File: src/rtl/lsb_pkg.sv
package lsb_pkg;

  localparam int MAX_LAT = 56;
  localparam int CNT_W   = $clog2(MAX_LAT + 1);

  typedef logic [CNT_W-1:0] cnt_t;

  typedef enum logic [3:0] {
    P_CONST  = 4'd0,
    P_ALU    = 4'd1,
    P_SFB    = 4'd2,
    P_LOAD   = 4'd3,
    P_MUL    = 4'd4,
    P_DIV    = 4'd5,
    P_JUMP   = 4'd6,
    P_STORE  = 4'd7,
    P_BRANCH = 4'd8,
    P_FPLOAD = 4'd9,
    P_FMA    = 4'd10,
    P_FPMISC = 4'd11,
    P_FDIV   = 4'd12,
    P_I2F    = 4'd13,
    P_F2I    = 4'd14,
    P_RSVD   = 4'd15
  } prod_e;

  typedef enum logic [2:0] {
    C_PLAIN  = 3'd0,
    C_ALU    = 3'd1,
    C_BRANCH = 3'd2,
    C_SFB    = 3'd3,
    C_STORE  = 3'd4,
    C_FP     = 3'd5,
    C_RSV6   = 3'd6,
    C_RSV7   = 3'd7
  } cons_e;

  typedef struct packed {
    prod_e cls;
    logic  dbl;
  } tag_t;

  // A producer class that leaves a result in a register file.
  function automatic logic writes_dest(prod_e c);
    return !(c inside {P_STORE, P_BRANCH, P_RSVD});
  endfunction

  // Full result latency of a producer, in cycles.
  function automatic cnt_t full_lat(tag_t t);
    cnt_t l;
    case (t.cls)
      P_CONST, P_JUMP:                  l = cnt_t'(1);
      P_ALU, P_SFB, P_FPLOAD:           l = cnt_t'(2);
      P_LOAD, P_MUL, P_FPMISC,
      P_I2F, P_F2I:                     l = cnt_t'(3);
      P_DIV:                            l = cnt_t'(16);
      P_FMA:                            l = t.dbl ? cnt_t'(7) : cnt_t'(5);
      P_FDIV:                           l = t.dbl ? cnt_t'(56) : cnt_t'(27);
      default:                          l = cnt_t'(0);
    endcase
    return l;
  endfunction

  // Wait seen by one consumer slot, after forwarding is taken into account.
  function automatic cnt_t eff_lat(tag_t t, cons_e c, logic data_slot);
    logic fast_int;
    logic alu_src;
    logic int_use;
    logic st_data;
    cnt_t r;
    fast_int = t.cls inside {P_LOAD, P_ALU, P_MUL, P_F2I, P_SFB};
    alu_src  = t.cls inside {P_ALU, P_SFB};
    int_use  = (c == C_ALU) || (c == C_BRANCH);
    st_data  = (c == C_STORE) && data_slot;
    if (fast_int && (int_use || st_data))
      r = cnt_t'(1);
    else if (alu_src && (c == C_SFB))
      r = cnt_t'(1);
    else if ((t.cls == P_FPMISC) && (int_use || st_data || (c == C_FP)))
      r = cnt_t'(2);
    else if ((t.cls == P_I2F) && (c == C_FP))
      r = cnt_t'(2);
    else
      r = full_lat(t);
    return r;
  endfunction

  // Highest countdown value at which the consumer may proceed.
  function automatic cnt_t ready_thresh(tag_t t, cons_e c, logic data_slot);
    return full_lat(t) - eff_lat(t, c, data_slot);
  endfunction

endpackage

File: src/rtl/lsb_entry.sv
module lsb_entry
  import lsb_pkg::*;
(
  input  logic clk,
  input  logic rst_n,
  input  logic wr_en,
  input  tag_t wr_tag,
  input  cnt_t wr_load,
  output cnt_t cnt_o,
  output tag_t tag_o
);

  cnt_t cnt_q;
  tag_t tag_q;

  always_ff @(posedge clk) begin
    if (!rst_n) begin
      cnt_q <= '0;
      tag_q <= tag_t'('0);
    end else if (wr_en) begin
      cnt_q <= wr_load;
      tag_q <= wr_tag;
    end else if (cnt_q != '0) begin
      cnt_q <= cnt_q - cnt_t'(1);
    end
  end

  assign cnt_o = cnt_q;
  assign tag_o = tag_q;

endmodule

File: src/rtl/lsb_operand.sv
module lsb_operand
  import lsb_pkg::*;
#(
  parameter int NUM_REGS  = 32,
  parameter int SLOT      = 0,
  parameter int DATA_SLOT = 1,
  localparam int REG_W    = $clog2(NUM_REGS),
  localparam int NE       = 2 * NUM_REGS,
  localparam int SEL_W    = $clog2(NE)
)(
  input  logic                    src_v,
  input  logic                    src_fp,
  input  logic [REG_W-1:0]        src_idx,
  input  cons_e                   cons,
  input  logic [NE-1:0][CNT_W-1:0] ent_cnt,
  input  tag_t [NE-1:0]           ent_tag,
  output logic                    rdy,
  output cnt_t                    sel_cnt
);

  localparam logic IS_DATA = (SLOT == DATA_SLOT);

  logic [SEL_W-1:0] sel;
  tag_t             sel_tag;
  cnt_t             thr;

  always_comb begin
    sel     = SEL_W'(src_idx) + (src_fp ? SEL_W'(NUM_REGS) : SEL_W'(0));
    sel_cnt = ent_cnt[sel];
    sel_tag = ent_tag[sel];
    thr     = ready_thresh(sel_tag, cons, IS_DATA);
    rdy     = !src_v || (sel_cnt <= thr);
  end

endmodule

File: src/rtl/lat_scoreboard.sv
module lat_scoreboard
  import lsb_pkg::*;
#(
  parameter int NUM_REGS  = 32,
  parameter int N_SRC     = 3,
  parameter int DATA_SLOT = 1,
  localparam int REG_W    = $clog2(NUM_REGS)
)(
  input  logic                   clk,
  input  logic                   rst_n,
  input  logic                   iss_valid,
  input  logic [3:0]             iss_cls,
  input  logic                   iss_dbl,
  input  logic                   iss_fp,
  input  logic [REG_W-1:0]       iss_dst,
  input  logic [2:0]             cand_cls,
  input  logic [N_SRC-1:0]       cand_v,
  input  logic [N_SRC-1:0]       cand_fp,
  input  logic [N_SRC*REG_W-1:0] cand_idx,
  output logic [N_SRC-1:0]       src_rdy,
  output logic                   stall
);

  localparam int NE    = 2 * NUM_REGS;
  localparam int SEL_W = $clog2(NE);

  // Named internal events, observed by the bound checker.
  logic                     wr_fire;
  logic [SEL_W-1:0]         wr_sel;
  tag_t                     wr_tag;
  cnt_t                     wr_lat;
  cnt_t                     wr_load;
  logic [NE-1:0][CNT_W-1:0] ent_cnt;
  tag_t [NE-1:0]            ent_tag;
  logic [N_SRC-1:0][CNT_W-1:0] sel_cnt;
  cons_e                    cons;

  always_comb begin
    wr_tag.cls = prod_e'(iss_cls);
    wr_tag.dbl = iss_dbl;
    wr_lat     = full_lat(wr_tag);
    wr_load    = wr_lat - cnt_t'(1);
    wr_sel     = SEL_W'(iss_dst) + (iss_fp ? SEL_W'(NUM_REGS) : SEL_W'(0));
    wr_fire    = iss_valid && writes_dest(wr_tag.cls) && (iss_fp || (iss_dst != '0));
    cons       = cons_e'(cand_cls);
  end

  for (genvar g = 0; g < NE; g++) begin : g_ent
    if (g == 0) begin : g_zero
      // Integer register zero never holds a pending result.
      assign ent_cnt[g] = '0;
      assign ent_tag[g] = tag_t'('0);
    end else begin : g_track
      cnt_t cnt_w;
      tag_t tag_w;
      lsb_entry u_ent (
        .clk     (clk),
        .rst_n   (rst_n),
        .wr_en   (wr_fire && (wr_sel == SEL_W'(g))),
        .wr_tag  (wr_tag),
        .wr_load (wr_load),
        .cnt_o   (cnt_w),
        .tag_o   (tag_w)
      );
      assign ent_cnt[g] = cnt_w;
      assign ent_tag[g] = tag_w;
    end
  end

  for (genvar s = 0; s < N_SRC; s++) begin : g_src
    cnt_t sc;
    lsb_operand #(
      .NUM_REGS  (NUM_REGS),
      .SLOT      (s),
      .DATA_SLOT (DATA_SLOT)
    ) u_op (
      .src_v   (cand_v[s]),
      .src_fp  (cand_fp[s]),
      .src_idx (cand_idx[s*REG_W +: REG_W]),
      .cons    (cons),
      .ent_cnt (ent_cnt),
      .ent_tag (ent_tag),
      .rdy     (src_rdy[s]),
      .sel_cnt (sc)
    );
    assign sel_cnt[s] = sc;
  end

  assign stall = !(&src_rdy);

endmodule

File: config.mk
export PLATFORM = sky130hd
export DESIGN_NAME = lat_scoreboard
export DESIGN_NICKNAME = d
export VERILOG_FILES = /design/src/rtl/lsb_pkg.sv /design/src/rtl/lsb_entry.sv /design/src/rtl/lsb_operand.sv /design/src/rtl/lat_scoreboard.sv
export SDC_FILE = /design/constraint.sdc
export NUM_CORES = 2
export LEC_CHECK = 0
export ABC_AREA = 1
export ABC_CLOCK_PERIOD_IN_PS = 9700
export BUFFER_PORTS_ARGS = -buffer_cell sky130_fd_sc_hd__buf_4
export CORE_MARGIN = 4
export CORE_UTILIZATION = 45
export DETAILED_ROUTE_END_ITERATION = 7
export PLACE_DENSITY = 0.63
export SYNTH_ARGS = -nofsm -noshare
export SYNTH_HDL_FRONTEND = slang
export SYNTH_SLANG_ARGS = --single-unit
File: constraint.sdc
create_clock -name clk -period 9.7 [get_ports clk]
set_input_delay 0.485 -clock clk [delete_from_list [all_inputs] [get_ports clk]]
set_output_delay 0.485 -clock clk [all_outputs]
set_load 0.01 [all_outputs]
==> metrics <==
status finished clean; Fmax 145 MHz; ratio of cells with drive above 1 in the final layout 5.11%; H-tree Lvls 3; Die ar. 121000 µm²; DP Worst Slack 3.05 ns; most frequent CP cell nand2_1; core box area 115000 µm²; Final GP Congestion 1.01; total wire length 233 mm; hold crit path type input pin to flop; largest family of logic cells by synthesized area simple AND/OR/NAND/NOR gates; Synth top cells by count nand2_1 (1805), nand3_1 (1240), a21oi_1 (1015); Final #Nets 8189; Post-Synthesis Cell Area 52200 µm²; I/O Pins 42; critical-path maximum fanout 76; actual slew at the worst max-slew pin 1.26 ns; CP startpoint kind input pin; max-slew violations 0; Syn Nets 8646; HPWL after DPL 147 mm; Distinct cells, synth 54; clock sinks 693; CP startpoint cand_idx[0]; Period minus WS final 6.92 ns; most frequent cell after synthesis nand2_1; register clock-pin slew on the reported worst setup and hold paths 0.06 ns; Die Span Y 348 µm; Peak VDD IR 168 µV; number of DRC markers in iteration 0 8780; Post-synth EDFFs 0; top area cells in the synthesized netlist dfxtp_1 (27%), nand2_1 (13%), nand3_1 (12%); RR Startpoint g_ent[8].g_track.u_ent.cnt_o[0]; kind of critical path input pin to primary output; worst stage delay on the critical path 0.82 ns; PwrDens 261 nW/µm²; Setup crit end kind primary output; clk_skew 0.0223 ns; vias in the first global route 54.5k; P_leak 21.9 nW; Via density 6.32; Top FF cell, synth dfxtp_1; largest net degree at the start of global routing 188; mux contribution to synthesized area 0%; Clock Path Buffers 3; GRT Util Overall 36.6%; CTS root buffer clkbuf_16; TritonCTS Buffers 85; Reg area 13900 µm²; period utilization 71.3%; Syn. warnings 0; Mapped Cells 8508; endpoints failing setup 0; CTS tree yes; Post-CTS Setup Repair Bufs 0; initial antenna violation count 7; Rows 124; WL/cell 24.1 µm; Detail Route Antenna Nets 0; IO buf count 41; Slew HR 15.8%; RSZ-0062 raised after global routing false; Vias 60.9k; complex-gate fraction of the synthesized area 25.2%; Syn Area/Cell 6.13 µm²; CP max-delay cell buf_4; # DRC 0; Synth async-reset ratio 0%; flip-flop and latch count after synthesis 693; Resized cells post-CTS 0; first-pass GRT wire length 346 mm; final worst slack 2.78 ns; Hold Vio Cnt, Final 0; Die Wd 348 µm; Post-CTS Hold Fix Bufs 0; Skew-Pair Late Insertion Delay 0.69 ns; synthesis-to-finish area growth 5.76%; Adder-Cell Fraction of Synth Area 2.44%; Synth Area in XOR/XNOR 3.71%; Worst EP required 9.22 ns; sequential-to-total area share from yosys stat 26.6%; Post-Synth Simple-Gate Area 31.5%; area of the multi-input gates 32900 µm²; leading area contributor after synthesis dfxtp_1; Setup TNS 0 ns; gr ovfl total 0; total iterations of the first detailed-routing run 8; Fillers 11.8k; max-cap violations 0; hold path start rst_n; WP data arrival 6.43 ns; initial core utilization 45.5%; Yosys top cell area share 26.6%
## cell usage in the layout (no fill, tap or decap), types with 10 or more instances in the layout
master     netlist  layout
nor3_1         109     109
nor2_2          33      34
nand3_1       1240    1240
nor2_1         577     576
a221oi_1        20      20
nor2_4          10      10
inv_2           38      32
o21ai_0       1011    1011
clkbuf_16        0      87
clkbuf_8         0      15
a21oi_1       1015    1015
nand2_1       1805    1805
ha_1            97      97
a311oi_1        26      26
xor2_1         137     135
nand2_2         11      11
dfxtp_1        693     693
nand4_1         12      12
o211ai_1        22      22
bufinv_16        0      16
o221ai_1        28      28
buf_4           52     139
clkinv_2         0      15
clkbuf_1       294      14
a32o_1          18      18
inv_1          513     507
a31oi_1         50      50
o2111ai_1       50      50
xnor2_1         84      84
nor3b_1         12      12
a211oi_1       130     130
## sequential cells by signal (all words and copies together), names as in the netlist
| register | count |
|---|---|
| g_ent.g_track.u_ent.cnt_o | 378 |
| g_ent.g_track.u_ent.tag_o | 315 |
## power by group
group,total [W],leakage [nW],internal (W),switching [W]
sequential,0.00456,5.67,0.00356,0.00100
clock,0.00361,1.50,0.00219,0.00142
combinational,0.00624,14.7,0.00237,0.00387
total,0.0144,21.9,0.00812,0.00630
## path summary, 6_finish.rpt
| kind | slack [ns] | cells past startpoint | endpoint |
|---|---|---|---|
| setup / recovery | 2.78 | 32 | stall |
| hold / removal | 0.20 | 3 | g_ent[43].g_track.u_ent.cnt_o[2] |
| setup reg to reg | 7.88 | 8 | g_ent[8].g_track.u_ent.cnt_o[0] |
| hold reg to reg | 0.49 | 2 | g_ent[30].g_track.u_ent.cnt_o[0] |
## per-layer routing
layer | track usage [%] | part of all wire (%) | routed length [µm]
met1 | 46.0 | 38 | 88000
met2 | 54.9 | 42 | 97500
met3 | 8.18 | 11 | 26600
met4 | 27.2 | 8.8 | 20500
met5 | 0 | 0.013 | 30
## critical path, delay by kind of cell
kind / cells / cell delay (ns)
compound gates: 2 / 0.59
simple gates: 18 / 1.75
fa+ha+maj: 3 / 0.88
buf+inv: 8 / 2.44
xor+xnor: 1 / 0.15
## kinds of logic after synthesis
logic type,Yosys count
adders and majority gates,100
xor gates and xnor gates,221
DFF,693
and+or+nand+nor,3835
AOI/OAI and AO/OA,2407
buffers and inverters,1252
## cell type report
cell class / instances / share of cell area [%]
clock inverters: 39 / 1.18
diodes: 3 / 0.0136
clock buffers: 116 / 4.42
multi-input cells: 6563 / 59.6
flip-flops and latches: 693 / 25.1
well taps: 1512 / 3.43
repair buffers: 155 / 2.39
inverters: 553 / 3.84
## through the flow
step / instances / utilization [%] / total power [W] / cell area (µm²) / hold slack (ns)
2_1_floorplan: 8508 / - / 0.00902 / 52200 / 0.469
3_3_place_gp: 9476 / 45.4 / 0.0105 / 52100 / 0.476
3_5_place_dp: 9476 / 45.4 / 0.0107 / 52100 / 0.485
4_1_cts: 9631 / 48.1 / 0.0143 / 55200 / 0.197
5_1_grt: 9631 / 48.1 / 0.0154 / 55200 / 0.240
6_report: 9634 / 48.1 / 0.0144 / 55200 / 0.203
Note: power is estimated with default switching activity, not from simulation.
